--- src/rtl/cond_alu.sv ---
module cond_alu #(
  parameter int W = 32
) (
  input  logic         clk,
  input  logic         rst_n,
  input  logic [3:0]   opcode,
  input  logic [3:0]   cond,
  input  logic         set_flags,
  input  logic [W-1:0] op_a,
  input  logic [W-1:0] op_b,
  input  logic         shift_carry,
  output logic [W-1:0] result,
  output logic         result_we,
  output logic [3:0]   flags
);
  logic fn, fz, fc, fv;
  assign {fn, fz, fc, fv} = flags;

  logic cond_ok;
  always_comb begin
    case (cond)
      4'h0: cond_ok = fz;
      4'h1: cond_ok = !fz;
      4'h2: cond_ok = fc;
      4'h3: cond_ok = !fc;
      4'h4: cond_ok = fn;
      4'h5: cond_ok = !fn;
      4'h6: cond_ok = fv;
      4'h7: cond_ok = !fv;
      4'h8: cond_ok = fc && !fz;
      4'h9: cond_ok = !fc || fz;
      4'hA: cond_ok = (fn == fv);
      4'hB: cond_ok = (fn != fv);
      4'hC: cond_ok = !fz && (fn == fv);
      4'hD: cond_ok = fz || (fn != fv);
      4'hE: cond_ok = 1'b1;
      default: cond_ok = 1'b0;
    endcase
  end

  logic is_cmp, is_arith;
  assign is_cmp   = (opcode[3:2] == 2'b10);
  assign is_arith = (opcode[3:2] == 2'b01) || (opcode == 4'h2) || (opcode == 4'h3)
                    || (opcode == 4'hA) || (opcode == 4'hB);

  logic [W-1:0] add_x, add_y;
  logic         add_ci;
  always_comb begin
    add_x  = op_a;
    add_y  = op_b;
    add_ci = 1'b0;
    case (opcode)
      4'h2, 4'hA: begin add_y = ~op_b; add_ci = 1'b1; end
      4'h3:       begin add_x = op_b; add_y = ~op_a; add_ci = 1'b1; end
      4'h5:       add_ci = fc;
      4'h6:       begin add_y = ~op_b; add_ci = fc; end
      4'h7:       begin add_x = op_b; add_y = ~op_a; add_ci = fc; end
      default: ;
    endcase
  end

  logic [W:0] sum;
  assign sum = {1'b0, add_x} + {1'b0, add_y} + {{W{1'b0}}, add_ci};

  logic add_v;
  assign add_v = (add_x[W-1] == add_y[W-1]) && (sum[W-1] != add_x[W-1]);

  always_comb begin
    case (opcode)
      4'h0, 4'h8: result = op_a & op_b;
      4'h1, 4'h9: result = op_a ^ op_b;
      4'hC:       result = op_a | op_b;
      4'hD:       result = op_b;
      4'hE:       result = op_a & ~op_b;
      4'hF:       result = ~op_b;
      default:    result = sum[W-1:0];
    endcase
  end

  logic upd;
  assign result_we = cond_ok && !is_cmp;
  assign upd       = cond_ok && (is_cmp || set_flags);

  always_ff @(posedge clk or negedge rst_n) begin
    if (!rst_n)
      flags <= 4'b0000;
    else if (upd)
      flags <= {result[W-1], result == '0,
                is_arith ? sum[W] : shift_carry,
                is_arith ? add_v  : fv};
  end

  p_fail_hold_r10: assert property (@(posedge clk) disable iff (!rst_n)
    !cond_ok |=> $stable(flags));
  p_never_we_r10: assert property (@(posedge clk) disable iff (!rst_n)
    (cond == 4'hF) |-> !result_we);
  p_cmp_nowrite_r4: assert property (@(posedge clk) disable iff (!rst_n)
    (cond_ok && is_cmp) |-> !result_we);
  p_noset_hold_r5: assert property (@(posedge clk) disable iff (!rst_n)
    (cond_ok && !is_cmp && !set_flags) |=> $stable(flags));
  p_zero_flag_r6: assert property (@(posedge clk) disable iff (!rst_n)
    upd |=> (flags[2] == ($past(result) == '0)));
  p_logic_cv_r8: assert property (@(posedge clk) disable iff (!rst_n)
    (upd && !is_arith) |=> (flags[1] == $past(shift_carry)) && (flags[0] == $past(flags[0])));
endmodule

--- config.mk ---
export PLATFORM = sky130hd
export DESIGN_NAME = cond_alu
export DESIGN_NICKNAME = d
export VERILOG_FILES = /design/src/rtl/cond_alu.sv
export SDC_FILE = /design/constraint.sdc
export NUM_CORES = 1
export LEC_CHECK = 0
export ABC_AREA = 1
export ABC_CLOCK_PERIOD_IN_PS = 5550
export BUFFER_PORTS_ARGS = -buffer_cell sky130_fd_sc_hd__buf_2
export CAP_MARGIN = 20
export CORE_ASPECT_RATIO = 0.8
export CORE_MARGIN = 1
export CORE_UTILIZATION = 55
export DETAILED_ROUTE_END_ITERATION = 6
export PLACE_DENSITY = 0.79
export SYNTH_ARGS = -nofsm -noshare
export SYNTH_HDL_FRONTEND = slang
export SYNTH_SLANG_ARGS = --single-unit
export TNS_END_PERCENT = 1
--- constraint.sdc ---
create_clock -name clk -period 5.55 [get_ports clk]
set_clock_uncertainty 0.05 [all_clocks]
set_input_delay 0.2775 -clock clk [delete_from_list [all_inputs] [get_ports clk]]
set_output_delay 0.2775 -clock clk [all_outputs]
set_load 0.05 [all_outputs]
==> flow_metrics.py <==
metrics = {
    "worst_setup_path": {
        "cp-end-kind": "primary output",
        "cp_num_buf_inv": 6,
        "path_cells": "buf_2 -> nand2_4 -> inv_4 -> nor2_1 -> inv_2 -> buf_4 -> o22ai_1 -> a31o_2 -> ha_1 -> nand2_1 -> nor2_1 -> nand2_1 -> nor2_1 -> nand2_1 -> nand2_1 -> nand2_1 -> nand3_1 -> nand2_1 -> inv_1 -> buf_2",
        "start_kind": "input port",
        "cp_slowest_stage_delay_ns": 0.44,
        "cp_common_cell": "nand2_1",
        "criticalPathCategory": "in2out",
        "path_max_fanout": 33,
        "cpLargestDelayFamily": "buffers and inverters",
        "crit_slowest_cell": "buf_4",
        "worstPathRequired_ns": 5.22,
        "cp.arrival_ns": 3.83,
    },
    "power": {
        "p_sw_share_pct": 64.9,
        "power_density_nw_per_um2": 187,
        "p_int_w": 0.000457,
        "power_frac_comb_pct": 87.1,
        "pwr-share-clk_pct": 8.7,
        "seqPwrFrac_pct": 4.2,
        "ir_drop_uv": 115,
        "power_switching_w": 0.000843,
        "p_total_w": 0.00130,
        "power_leakage_nw": 4.15,
    },
    "placed_design": {
        "io_buffers": 112,
        "dpl.hpwl_um": 17500,
        "gp_congestion": 1.05,
        "place_area_um2": 6850,
    },
    "cells_and_area": {
        "seqCellArea_um2": 100,
        "area_growth_pct": 10.5,
        "top_register": "flags",
        "fillerInstances": 1134,
        "largest_reg_flops": 4,
        "final_cell_mix": "nand2_1 (454), inv_1 (236), buf_2 (112), nor2_1 (97), nand3_1 (82)",
        "multi_input_area_um2": 5060,
        "diodes": 0,
        "layout_commonest_cell": "nand2_1",
        "drive_above_1_share_pct": 12.8,
        "nNetsFinal": 1485,
        "final_area_um2": 6940,
        "largest_registers": "flags x4",
    },
    "cts": {
        "cts_tree": "done",
        "clock_path_buffers": 2,
        "cts_max_level": 1,
        "cts_sinks": 4,
        "cts_setup_buffers": 0,
        "cts_made_buffers": 3,
        "clk_latency_ns": 0.23,
        "cts_resized": 0,
        "cts.clk_slew.worst_paths_ns": 0.03,
        "cts-root-buf": "clkbuf_16",
        "cts_hold_buffers": 1,
    },
    "timing": {
        "setup_viol": 0,
        "fmax_mhz": 240,
        "tightestPinTransition_ns": 1.11,
        "slew_viol_final": 0,
        "max_slew_margin_pct": 25.7,
        "hold_viol": 0,
        "fin_setup_tns_ns": 0,
        "fin_crit_ns": 4.16,
        "rsz0062_at_grt": "false",
        "min_period_over_period_pct": 75.0,
    },
    "grt": {
        "track_usage_pct": 37.9,
        "antenna_found_initial": 0,
        "grt_max_degree": 65,
        "grt_pass1_vias": 7549,
        "grt_pass1_wl_um": 36500,
        "grt-ovfl-total": 0,
    },
    "floorplan": {
        "die_h_um": 97.5,
        "io_pins": 113,
        "dieArea_um2": 11800,
        "core_region_area_um2": 11000,
        "floorplan.initialDensity_pct": 57.2,
        "die_x_um": 121,
        "rows": 34,
    },
    "yosys": {
        "yosys_register_bits": 4,
        "ys_seq_area_share_pct": 1.59,
        "postSynthCellCount": 1264,
        "yosysUniqueCellTypes": 39,
        "yosysWarnings": 0,
        "async_flop_share_pct": 100,
        "syn_area_per_cell_um2": 4.97,
        "syn_nets": 1405,
        "dominantRegCellSynth": "dfrtp_1",
        "synthesis.area_um2": 6280,
        "synth_edf_count": 0,
    },
    "route": {
        "vias_per_cell": 5.80,
        "antenna_left": 0,
        "drc": 0,
        "wirelength_um": 22600,
        "via_count": 8617,
        "wl_per_cell_um": 15.2,
        "first_pass_iters": 5,
        "initialDrtViolationCount": 1009,
    },
    "hold_path": {
        "hp-class": "in2reg",
    },
    "run": {
        "cap_violations": 0,
    },
    "status": {
        "status": "finished clean",
    },
}
## Yosys cell counts (2+ instances only)
library cell	instances	area share, %
dfrtp_1	4	1.6
buf_4	3	0.36
nor2_1	99	5.9
nor4_1	2	0.20
inv_1	236	14
o211ai_1	21	2.5
buf_1	3	0.18
clkbuf_1	21	1.3
nand2_1	454	27
inv_2	6	0.36
o21bai_1	3	0.36
a31o_2	31	4.3
buf_6	3	0.54
a211oi_2	2	0.40
nand3b_1	9	1.1
nor3_1	11	0.88
a21oi_1	41	3.3
nand4_1	25	2.5
ha_1	63	13
fa_1	2	0.64
buf_2	12	0.96
nand3_1	82	6.5
o22ai_1	39	3.9
a31oi_1	2	0.20
nor2_2	3	0.30
xor2_1	4	0.56
o21ai_0	65	5.2
or2_2	3	0.30
nand2_2	2	0.20
a211oi_1	4	0.48
## power by group through the flow
stage               registers, W  clock network [W]  logic, W
floorplan              0.0000881                  0  0.000791
global placement       0.0000535                  0   0.00109
detailed placement     0.0000540                  0   0.00110
CTS                    0.0000538           0.000114   0.00111
global route           0.0000564           0.000117   0.00124
finish                 0.0000544           0.000114   0.00113
## cells by family (layout without fill, tap and decap cells)
| group | count (synthesis) | count (layout) | share of synthesized area (%) |
|---|---|---|---|
| compound gates | 213 | 213 | 21.3 |
| xor+xnor | 4 | 4 | 0.558 |
| fa+ha+maj | 65 | 65 | 13.2 |
| buf+inv | 285 | 363 | 17.9 |
| flops | 4 | 4 | 1.59 |
| simple gates | 693 | 693 | 45.5 |
## path summary, 6_finish.rpt
kind | slack, ns | end | depth (start not counted) | startpoint
max | 1.39 | result[31] | 20 | opcode[3]
min | 0.30 | flags[1] | 3 | shift_carry
max reg2reg | 2.20 | flags[2] | 22 | flags[1]
min reg2reg | 0.54 | flags[2] | 2 | flags[2]
max in group asynchronous | 4.99 | flags[1] | 2 | rst_n
min in group asynchronous | 0.34 | flags[3] | 2 | rst_n
## through the flow
step | util (%) | hold WS, ns | setup WS, ns | cells
3_3_place_gp | 62.4 | 0.0345 | 1.62 | 1482
3_5_place_dp | 62.4 | 0.0355 | 1.53 | 1482
2_1_floorplan | - | -0.0681 | 1.97 | 1264
6_report | 63.2 | 0.298 | 1.39 | 1486
4_1_cts | 63.2 | 0.301 | 1.52 | 1486
5_1_grt | 63.2 | 0.331 | 1.07 | 1486
## layout make-up
class,instances,area share (%)
multi-input cells,975,73.0
inverters,243,13.2
repair buffers,117,8.66
well taps,144,2.60
flip-flops and latches,4,1.44
clock buffers,3,1.08
## metal layers
layer	vias up	GRT usage, %	share of wire, %
li1	4223	-	-
met1	3808	53.8	44
met2	538	56.9	40
met3	48	7.75	14
met4	0	10.4	2.4
met5	-	0	0
## worst min-delay path, stage by stage
cell      delay (ns)
buf_2           0.09
o211ai_1        0.09
o21ai_0         0.08
(Power assumes the default switching activity.)
